### config.mk
export PLATFORM = sky130hd
export DESIGN_NAME = idle_duration_timer
export DESIGN_NICKNAME = d
export VERILOG_FILES = /design/src/rtl/idle_timer_pkg.sv /design/src/rtl/idle_tick_div.sv /design/src/rtl/idle_sat_counter.sv /design/src/rtl/idle_thresh_cmp.sv /design/src/rtl/idle_duration_timer.sv
export SDC_FILE = /design/constraint.sdc
export NUM_CORES = 1
export LEC_CHECK = 0
export BUFFER_PORTS_ARGS = -buffer_cell sky130_fd_sc_hd__buf_2
export CORE_UTILIZATION = 55
export CTS_CLUSTER_DIAMETER = 200
export DETAILED_ROUTE_END_ITERATION = 6
export GPL_TIMING_DRIVEN = 0
export PLACE_DENSITY = 0.73
export SLEW_MARGIN = 10
export SYNTH_ARGS = -nofsm -noshare
export SYNTH_HDL_FRONTEND = slang
export SYNTH_SLANG_ARGS = --single-unit
### constraint.sdc
create_clock -name clk -period 2.7 [get_ports clk]
set_input_delay 0.27 -clock clk [delete_from_list [all_inputs] [get_ports clk]]
set_output_delay 0.27 -clock clk [all_outputs]
set_load 0.02 [all_outputs]
### src/rtl/idle_timer_pkg.sv
package idle_timer_pkg;
  localparam int DEF_PRE_DIV  = 15;
  localparam int DEF_MID_DIV  = 250;
  localparam int DEF_CNT_W    = 8;
  localparam int DEF_TH_3MS   = 48;
  localparam int DEF_TH_3P125 = 50;
  localparam int DEF_TH_5MS   = 80;

  typedef struct packed {
    logic short_3ms;
    logic over_3ms;
    logic over_3p125ms;
    logic over_5ms;
  } idle_flags_t;
endpackage

### src/rtl/idle_tick_div.sv
module idle_tick_div #(
  parameter int DIV = 15
) (
  input  logic clk,
  input  logic rst_n,
  input  logic clr,
  input  logic en,
  output logic tick
);
  localparam int W = (DIV > 2) ? $clog2(DIV) : 1;
  localparam logic [W-1:0] LAST = W'(DIV - 1);

  logic [W-1:0] cnt_q, cnt_d;

  assign tick = en && (cnt_q == LAST);

  always_comb begin
    cnt_d = cnt_q;
    if (clr)       cnt_d = '0;
    else if (tick) cnt_d = '0;
    else if (en)   cnt_d = cnt_q + W'(1);
  end

  always_ff @(posedge clk or negedge rst_n) begin
    if (!rst_n) cnt_q <= '0;
    else        cnt_q <= cnt_d;
  end

  assert_cnt_bound_R1: assert property (@(posedge clk) disable iff (!rst_n)
    cnt_q <= LAST);
  assert_tick_wrap_R1: assert property (@(posedge clk) disable iff (!rst_n)
    tick |=> (cnt_q == '0));
  assert_clear_R4: assert property (@(posedge clk) disable iff (!rst_n)
    clr |=> (cnt_q == '0));
endmodule

### src/rtl/idle_sat_counter.sv
module idle_sat_counter #(
  parameter int CNT_W = 8
) (
  input  logic             clk,
  input  logic             rst_n,
  input  logic             clr,
  input  logic             inc,
  output logic [CNT_W-1:0] cnt
);
  localparam logic [CNT_W-1:0] CMAX = '1;

  logic [CNT_W-1:0] cnt_d;

  always_comb begin
    cnt_d = cnt;
    if (clr)                    cnt_d = '0;
    else if (inc && cnt != CMAX) cnt_d = cnt + CNT_W'(1);
  end

  always_ff @(posedge clk or negedge rst_n) begin
    if (!rst_n) cnt <= '0;
    else        cnt <= cnt_d;
  end

  assert_no_overflow_R3: assert property (@(posedge clk) disable iff (!rst_n)
    (cnt == CMAX) |=> (cnt == CMAX || cnt == '0));
  assert_step_R3: assert property (@(posedge clk) disable iff (!rst_n)
    (!clr && inc && cnt != CMAX) |=> (cnt == $past(cnt) + CNT_W'(1)));
  assert_clear_R4: assert property (@(posedge clk) disable iff (!rst_n)
    clr |=> (cnt == '0));
endmodule

### src/rtl/idle_thresh_cmp.sv
module idle_thresh_cmp
  import idle_timer_pkg::*;
#(
  parameter int CNT_W    = 8,
  parameter int TH_3MS   = 48,
  parameter int TH_3P125 = 50,
  parameter int TH_5MS   = 80
) (
  input  logic             clk,
  input  logic             rst_n,
  input  logic [CNT_W-1:0] cnt,
  output idle_flags_t      flags
);
  localparam logic [CNT_W-1:0] T3  = CNT_W'(TH_3MS);
  localparam logic [CNT_W-1:0] T31 = CNT_W'(TH_3P125);
  localparam logic [CNT_W-1:0] T5  = CNT_W'(TH_5MS);

  idle_flags_t flags_d;

  always_comb begin
    flags_d.short_3ms    = cnt < T3;
    flags_d.over_3ms     = cnt > T3;
    flags_d.over_3p125ms = cnt > T31;
    flags_d.over_5ms     = cnt > T5;
  end

  always_ff @(posedge clk or negedge rst_n) begin
    if (!rst_n) flags <= '0;
    else        flags <= flags_d;
  end

  assert_excl_R5: assert property (@(posedge clk) disable iff (!rst_n)
    !(flags.short_3ms && flags.over_3ms));
  assert_order_R7: assert property (@(posedge clk) disable iff (!rst_n)
    flags.over_3p125ms |-> flags.over_3ms);
  assert_order_R8: assert property (@(posedge clk) disable iff (!rst_n)
    flags.over_5ms |-> flags.over_3p125ms);
  assert_short_R6: assert property (@(posedge clk) disable iff (!rst_n)
    (cnt == '0) |=> (flags.short_3ms && !flags.over_3ms));
endmodule

### src/rtl/idle_duration_timer.sv
module idle_duration_timer
  import idle_timer_pkg::*;
#(
  parameter int PRE_DIV  = DEF_PRE_DIV,
  parameter int MID_DIV  = DEF_MID_DIV,
  parameter int CNT_W    = DEF_CNT_W,
  parameter int TH_3MS   = DEF_TH_3MS,
  parameter int TH_3P125 = DEF_TH_3P125,
  parameter int TH_5MS   = DEF_TH_5MS
) (
  input  logic clk,
  input  logic rst_n,
  input  logic idle_long_i,
  input  logic clr_i,
  output logic short_3ms_o,
  output logic over_3ms_o,
  output logic over_3p125ms_o,
  output logic over_5ms_o
);
  logic             hold_zero;
  logic             run;
  logic             pre_tick;
  logic             mid_tick;
  logic [CNT_W-1:0] coarse;
  idle_flags_t      flags;

  assign hold_zero = !idle_long_i || clr_i;
  assign run       = !hold_zero;

  idle_tick_div #(.DIV(PRE_DIV)) u_pre (
    .clk(clk), .rst_n(rst_n), .clr(hold_zero), .en(run), .tick(pre_tick)
  );

  idle_tick_div #(.DIV(MID_DIV)) u_mid (
    .clk(clk), .rst_n(rst_n), .clr(hold_zero), .en(pre_tick), .tick(mid_tick)
  );

  idle_sat_counter #(.CNT_W(CNT_W)) u_coarse (
    .clk(clk), .rst_n(rst_n), .clr(hold_zero), .inc(mid_tick), .cnt(coarse)
  );

  idle_thresh_cmp #(
    .CNT_W(CNT_W), .TH_3MS(TH_3MS), .TH_3P125(TH_3P125), .TH_5MS(TH_5MS)
  ) u_cmp (
    .clk(clk), .rst_n(rst_n), .cnt(coarse), .flags(flags)
  );

  assign short_3ms_o    = flags.short_3ms;
  assign over_3ms_o     = flags.over_3ms;
  assign over_3p125ms_o = flags.over_3p125ms;
  assign over_5ms_o     = flags.over_5ms;

  assert_cascade_R2: assert property (@(posedge clk) disable iff (!rst_n)
    mid_tick |-> pre_tick);
  assert_hold_R4: assert property (@(posedge clk) disable iff (!rst_n)
    hold_zero |-> !pre_tick);
endmodule

==> results of run 1 <==
-- through the flow --
step                      hold slack (ns)  utilization (%)
after detailed placement            0.284             61.3
after CTS                           0.317             63.4
after floorplan                   -0.0256                -
after global placement              0.276             61.3
final                               0.315             63.4
after global routing                0.333             63.4
-- registers in the layout, indices dropped and copies added (netlist names) --
signal / count
u_pre.cnt_q: 4
u_coarse.cnt: 8
u_cmp.flags: 4
u_mid.cnt_q: 8
-- metal layers --
layer  track usage, %  share of wire (%)  wire length [µm]
met5                0                  0                 0
met2             34.9                 47              1120
met3             2.78                3.5                83
met1             29.4                 49              1170
met4             8.57               0.71                17
-- final cells by class --
class,instances,share of cell area (%)
inverter,6,1.62
tap,28,2.52
multi-input combinational,91,44.3
clock buffer,4,2.61
timing repair buffer,8,3.24
buffer,5,2.52
sequential,24,43.2
-- worst reg2reg max path, stage by stage (launching register included) --
cell,delay [ns]
sky130_fd_sc_hd__dfrtp_1,0.43
sky130_fd_sc_hd__inv_1,0.07
sky130_fd_sc_hd__ha_1,0.16
sky130_fd_sc_hd__nand3_1,0.10
sky130_fd_sc_hd__or4_4,0.55
sky130_fd_sc_hd__or4_1,0.53
sky130_fd_sc_hd__a21oi_1,0.16
-- cells in the final DEF (no fill, tap or decap), types with 3 or more instances in the layout --
master and count:
sky130_fd_sc_hd__nor2_1 12, sky130_fd_sc_hd__buf_2 7, sky130_fd_sc_hd__a31oi_1 3, sky130_fd_sc_hd__nand2b_1 3, sky130_fd_sc_hd__mux2i_1 3, sky130_fd_sc_hd__ha_1 6
sky130_fd_sc_hd__o21ai_0 6, sky130_fd_sc_hd__nand2_1 8, sky130_fd_sc_hd__and3_1 4, sky130_fd_sc_hd__a21oi_1 7, sky130_fd_sc_hd__dfrtp_1 24, sky130_fd_sc_hd__clkbuf_4 3
sky130_fd_sc_hd__nand3_1 7, sky130_fd_sc_hd__inv_1 6
-- worst min-delay path by stage --
stage,endpoint,slack [ns]
after detailed placement,u_cmp.flags[0],0.28
after floorplan,u_cmp.flags[0],-0.03
final,u_coarse.cnt[5],0.31
after global placement,u_cmp.flags[2],0.28
after global routing,u_coarse.cnt[5],0.33
after CTS,u_coarse.cnt[5],0.32
-- power by group --
| part | switching, W | internal (W) |
|---|---|---|
| logic | 0.0000171 | 0.00000850 |
| clock network | 0.000112 | 0.0000825 |
| registers | 0.00000131 | 0.000361 |
-- cells by family after synthesis --
| family | after synthesis |
|---|---|
| AND/OR/NAND/NOR | 48 |
| AO/OA/AOI/OAI | 30 |
| flip-flops | 24 |
| buffers and inverters | 11 |
| adder cells (fa/ha/maj) | 6 |
| multiplexers | 4 |
| XOR/XNOR | 3 |
-- synthesized netlist by cell type, types with 2 or more instances --
cell / instances / area share [%]
sky130_fd_sc_hd__and3_1: 4 / 2.0
sky130_fd_sc_hd__o41ai_1: 2 / 1.4
sky130_fd_sc_hd__a21oi_1: 7 / 2.8
sky130_fd_sc_hd__nand2_1: 8 / 2.4
sky130_fd_sc_hd__nand4_1: 2 / 0.98
sky130_fd_sc_hd__o21ai_0: 6 / 2.4
sky130_fd_sc_hd__mux2i_1: 3 / 2.4
sky130_fd_sc_hd__a31oi_1: 3 / 1.5
sky130_fd_sc_hd__clkbuf_1: 2 / 0.59
sky130_fd_sc_hd__nand2b_1: 3 / 1.5
sky130_fd_sc_hd__nand3_1: 7 / 2.8
sky130_fd_sc_hd__xor2_1: 2 / 1.4
sky130_fd_sc_hd__inv_1: 6 / 1.8
sky130_fd_sc_hd__dfrtp_1: 24 / 47
sky130_fd_sc_hd__buf_6: 2 / 1.8
sky130_fd_sc_hd__o311ai_1: 2 / 1.4
sky130_fd_sc_hd__nor2_1: 12 / 3.5
sky130_fd_sc_hd__ha_1: 6 / 5.9
==> Flow_metrics.wiki, run 1 <==
{| class="wikitable"
! Metric !! Value
|-
| Run status || finished, final reports clean
|-
| Layout cell share with drive strength beyond 1 || 15.2%
|-
| Path category of the worst min-delay check || input pin to register
|-
| Hold_sp || idle_long_i
|-
| Crit Reg-Reg Startpoint || u_pre.cnt_q[0]
|-
| Post-detailed-placement half-perimeter wirelength || between 1500 and 2000 µm
|-
| GPL Wtd Cong || between 0.7 and 0.8
|-
| Footprint of the multi-input gates || between 600 and 700 µm²
|-
| Maximum net fanout on the critical path || 4
|-
| Global-route usage over all layers || 21.7%
|-
| Worst reg2reg setup slack || around 0.64 ns
|-
| Initial core utilization || a little under 60%
|-
| Shortest clock period the worst path allows after layout || just over 2 ns
|-
| Worst slack at placement || about 0.69 ns
|-
| Worst setup skew after layout || between 0.002 and 0.003 ns
|-
| Average cell area after synthesis || slightly above 10 µm²
|-
| Net count after synthesis || 136
|-
| Port buffer count || 7
|-
| Number of global-route vias before repair || a little over 900
|-
| Post-detailed-routing wire length || roughly 2400 µm
|-
| Remaining max-slew budget at the tightest pin || between 60% and 70%
|-
| Distinct cell type count of the synthesized netlist || 43
|-
| Number of H-tree levels || 1
|-
| CP startpoint || u_pre.cnt_q[0]
|-
| Cells on worst reg2reg path || 6
|-
| Required @ worst endpoint || slightly below 3 ns
|-
| Hold path cells || 4
|-
| DRC viols || 0
|-
| Maximum number of pins on one net before global-route repair || 25
|-
| Worst path max stage delay || about 0.55 ns
|-
| Die height || around 50 µm
|-
| Clock-pin slew on the worst setup and hold paths || about 0.14 ns
|-
| Total number of placement rows || 17
|-
| Nets@finish || 149
|-
| Buffer and inverter count on the worst path || 1
|-
| Post-synth EDFFs || 0
|-
| Clk_lat worst skew || about 0.32 ns
|-
| Number of setup violations in the final report || 0
|-
| Core region area || around 0.0022 mm²
|-
| Placed cell count || around 160
|-
| Number of synthesized register bits || 24
|-
| Post-CTS setup buffers || 0
|-
| Total Power Consumption || just under 0.0006 W
|-
| Count of hold-fix buffers inserted at cts || 1
|-
| Detailed Routing Iterations Pass 1 || 4
|-
| Fraction of synthesized area in multiplexers || between 3 and 4%
|-
| CTS root buffer || sky130_fd_sc_hd__clkbuf_4
|-
| Fraction of the mapped netlist area in compound gates || 15.7%
|-
| Setup repair after global routing missed its margin || no
|-
| Leakage power summed over all cells || just over 0.6 nW
|-
| Worst setup SP type || register
|-
| Sum Neg Setup Slack || 0 ns
|-
| Count of fill cells added during filler insertion || 176
|-
| Period utilization || between 70% and 80%
|-
| Slowest-stage cell, CP || sky130_fd_sc_hd__or4_4
|-
| Number of DRC violations after detailed-routing iteration 0 || 17
|-
| Inserted Clock Buffers || 3
|-
| Area fraction in and, or, nand and nor cells after synthesis || ~21%
|-
| Overall die area || approximately 0.0025 mm²
|-
| Cell family with most CP delay || simple AND/OR/NAND/NOR gates
|-
| Worst Setup Slack, final || 0.645 ns
|-
| Sink count of the clock tree || 24
|-
| WS Path Type || register to register
|-
| Max Transition Viols Final || 0
|-
| Crit path depth || 6
|-
| Initial antenna violation count || 0
|-
| Synth Warn # || 0
|-
| Ys flop type || sky130_fd_sc_hd__dfrtp_1
|-
| Number of cells produced by synthesis || ~130
|-
| Number of ports placed on the die boundary || 8
|-
| Hold Violations, Final || 0
|-
| Maximum VDD drop || ~0.26 mV
|-
| Post-Synth XOR/XNOR Area || 2.06%
|-
| Highest clock rate || approximately 490 MHz
|-
| Sequential area share after synthesis || a little under half
|-
| Sequential Area || 601 µm²
|-
| Fraction of registers with async set/reset || 100%
|-
| Endpoint kind of the worst setup timing path || register
|-
| Horizontal extent of the die || around 50 µm
|-
| Wire length of the first global-routing pass || slightly above 4000 µm
|-
| Combinational family with the most area after synthesis || simple AND/OR/NAND/NOR gates
|-
| Arrival time at the worst endpoint || between 2 and 2.5 ns
|-
| Crit path to || u_coarse.cnt[4]
|-
| Final Cell Area || ~0.0014 mm²
|-
| P&R area growth vs syn || 9.14%
|-
| Clock tree from TritonCTS || done
|-
| Final cell count without fillers || 166
|-
| Antenna Violating Nets Remaining || 0
|-
| Actual transition at the worst max-transition pin || about 0.53 ns
|-
| Max Cap Violations || 0
|-
| Post-Synthesis Cell Area || 0.00127 mm²
|-
| Power per standard cell area || 419 mW/mm²
|-
| Number of gates resized after cts || 0
|-
| Critical register-to-register path endpoint || u_coarse.cnt[4]
|-
| Number of vias per cell after detailed routing || 5.98
|-
| Placed inst area || roughly 0.0013 mm²
|-
| Total via count after detailed routing || around 990
|-
| Buffer levels on the longest clock path || 2
|-
| Cell Chain, Critical Path || inv_1, ha_1, nand3_1, or4_4, or4_1, a21oi_1
|-
| Overflow after GRT || 0
|-
| Adder-cell share of the synthesized area || under 10%
|-
| Average detailed-routed wire length per instance || around 14 µm
|-
| Antenna cell count || 0
|}
Note: power is estimated with default switching activity, not from simulation.
==> inputs of run 2 (changes only) <==
CORE_UTILIZATION = 53   (was 55)
PLACE_DENSITY = 0.74   (was 0.73)
clock period = 1.8 ns   (was 2.7 ns; I/O delays follow)
==> run 2 against run 1 <==
The run now ends with setup timing left; via count up 2.9%; clock power is 21% higher; core utilization up 2.0 points; maximum frequency up 3.5%; critical path depth unchanged; die area up 3.6%; sequential power rose by 50%; power up 41%; critical endpoint unchanged.
==> Flow_metrics.wiki, run 2 (synthesized netlist as in run 1, its figures left out) <==
{| class="wikitable"
! Metric !! Value
|-
| Shortest clock period the worst path allows after layout || between 1.5 and 2 ns
|-
| Post-detailed-routing wire length || ~2500 µm
|-
| DRC viols || 0
|-
| Worst Setup Slack, final || -0.186 ns
|-
| Max Transition Viols Final || 0
|-
| GR met1 Demand/Resource || a little over a quarter
|-
| Path category of the worst min-delay check || input pin to register
|-
| Post-detailed-placement half-perimeter wirelength || around 1700 µm
|-
| P&R area growth vs syn || 14.7%
|-
| Buffer levels on the longest clock path || 2
|-
| Required @ worst endpoint || 2.05 ns
|-
| Number of DRC violations after detailed-routing iteration 0 || 23
|-
| Sum Neg Setup Slack || -1.02 ns
|-
| GR Layer Usage met3 || under 10%
|-
| Inserted Clock Buffers || 3
|-
| Seq pwr share || 66.1%
|-
| Average detailed-routed wire length per instance || approximately 15 µm
|-
| Detailed Routing Iterations Pass 1 || 4
|-
| Count of fill cells added during filler insertion || 186
|-
| Met2 GRT Util || a little over a third
|-
| Number of setup violations in the final report || 8
|-
| Horizontal extent of the die || ~51 µm
|-
| Total via count after detailed routing || 1021
|-
| Die height || 51.0 µm
|-
| Clock tree from TritonCTS || done
|-
| Run status || finished, violations left
|-
| Commonest non-fill, non-tap cells in the layout || sky130_fd_sc_hd__dfrtp_1 (24), sky130_fd_sc_hd__nor2_1 (11), sky130_fd_sc_hd__nand2_1 (8)
|-
| Clk network pwr share || between 20 and 30%
|-
| Largest registers ranked by flip-flop count || u_coarse.cnt x8, u_mid.cnt_q x8
|-
| Maximum VDD drop || around 0.43 mV
|-
| Layout cell share with drive strength beyond 1 || a little under a quarter
|-
| Number of ports placed on the die boundary || 8
|-
| Number of global-route vias before repair || about 1000
|-
| Maximum net fanout on the critical path || 3
|-
| Clock-pin slew on the worst setup and hold paths || around 0.13 ns
|-
| Leakage power summed over all cells || 0.642 nW
|-
| Number of vias per cell after detailed routing || 6.04
|-
| P_sw || about 0.00019 W
|-
| Total number of placement rows || 17
|-
| Port buffer count || 7
|-
| Maximum number of pins on one net before global-route repair || 25
|-
| Max Cap Violations || 0
|-
| Worst setup SP type || register
|-
| Antenna Violating Nets Remaining || 0
|-
| Overall die area || roughly 0.0026 mm²
|-
| Period utilization || 110%
|-
| Actual transition at the worst max-transition pin || 0.605 ns
|-
| GPL Wtd Cong || between 0.8 and 0.9
|-
| WS Path Type || register to register
|-
| Initial antenna violation count || 0
|-
| Core region area || roughly 0.0022 mm²
|-
| Antenna cell count || 0
|-
| Overflow after GRT || 0
|-
| Most common library cell in the layout ignoring fill and taps || sky130_fd_sc_hd__dfrtp_1
|-
| CTS root buffer || sky130_fd_sc_hd__clkbuf_4
|-
| Global-route usage over all layers || 21.7%
|-
| Sink count of the clock tree || 24
|-
| Setup repair after global routing missed its margin || yes
|-
| Worst setup skew after layout || ~0.0032 ns
|-
| Wire length of the first global-routing pass || ~4200 µm
|-
| Combinational Power Share || between 5 and 6%
|-
| Most used routing layer in global routing || met2
|-
| Endpoint kind of the worst setup timing path || register
|-
| Remaining max-slew budget at the tightest pin || between 50 and 60%
|-
| Placed cell count || approximately 160
|-
| Initial core utilization || between 50% and 60%
|-
| Number of H-tree levels || 1
|-
| Sw frac || approximately 23%
|-
| Final cell count without fillers || around 170
|-
| Power per standard cell area || ~560 mW/mm²
|-
| Highest clock rate || around 500 MHz
|-
| Violations in the final reports || setup timing
|-
| Nets@finish || 153
|-
| Clk_lat worst skew || between 0.3 and 0.4 ns
|-
| Cell-internal power || between 0.0006 and 0.0007 W
|-
| Arrival time at the worst endpoint || between 2 and 2.5 ns
|-
| Hold Violations, Final || 0
|}
[run 2: worst paths after layout]
check / from / cells past startpoint / slack [ns] / to
setup / recovery: u_pre.cnt_q[0] / 6 / -0.19 / u_coarse.cnt[4]
hold / removal: idle_long_i / 4 / 0.23 / u_coarse.cnt[4]
setup reg to reg: u_pre.cnt_q[0] / 6 / -0.19 / u_coarse.cnt[4]
hold reg to reg: u_mid.cnt_q[7] / 1 / 0.49 / u_mid.cnt_q[7]
max in group asynchronous: rst_n / 2 / 1.07 / u_mid.cnt_q[7]
min in group asynchronous: rst_n / 2 / 0.37 / u_cmp.flags[2]
[run 2: layout make-up]
type                            count  area [µm²]  share of cell area, %
Clock buffer                        3        22.5                   1.54
Timing Repair Buffer               13        82.6                   5.65
Buffer                              4        31.3                   2.14
Sequential cell                    24         601                   41.1
Multi-Input combinational cell     91         667                   45.6
Tap cell                           28        35.0                   2.40
Inverter                            6        22.5                   1.54
[run 2: metal layers]
| layer | vias up | share of wire [%] |
|---|---|---|
| met2 | 18 | 49 |
| met4 | 0 | 1.3 |
| met3 | 4 | 3.0 |
| met1 | 510 | 47 |
| met5 | - | 0 |
| li1 | 489 | - |
[run 2: through the flow]
stage | cell area [µm²] | utilization (%) | hold WS, ns | power [W] | setup WS [ns]
after floorplan | 1280 | - | -0.116 | 0.000571 | -0.109
after global placement | 1350 | 60.6 | 0.193 | 0.000590 | -0.184
after detailed placement | 1350 | 60.6 | 0.191 | 0.000591 | -0.198
after CTS | 1430 | 63.9 | 0.231 | 0.000828 | -0.178
after global routing | 1460 | 65.4 | 0.243 | 0.000849 | -0.253
final | 1460 | 65.4 | 0.229 | 0.000821 | -0.186
[run 2: critical path, stage by stage, from the launching register on]
cell,delay (ns)
sky130_fd_sc_hd__dfrtp_1,0.40
sky130_fd_sc_hd__inv_1,0.06
sky130_fd_sc_hd__ha_2,0.18
sky130_fd_sc_hd__nand3_2,0.08
sky130_fd_sc_hd__or4_4,0.57
sky130_fd_sc_hd__or4_4,0.52
sky130_fd_sc_hd__a21oi_2,0.12
[run 2: timing repair]
item / CTS / global route
resized for setup: 5 / 4
hold buffers: 1 / 0
setup endpoints to repair: 7 / 11
pin swaps: 0 / 3
buffers inserted: 2 / 3
hold endpoints to repair: 24 / 0
[run 2: power groups by stage]
stage	sequential, W	clock (W)	combinational [W]
2_1_floorplan	0.000553	0	0.0000178
3_3_place_gp	0.000553	0	0.0000368
3_5_place_dp	0.000554	0	0.0000370
4_1_cts	0.000543	0.000243	0.0000417
5_1_grt	0.000543	0.000257	0.0000498
6_report	0.000543	0.000235	0.0000430
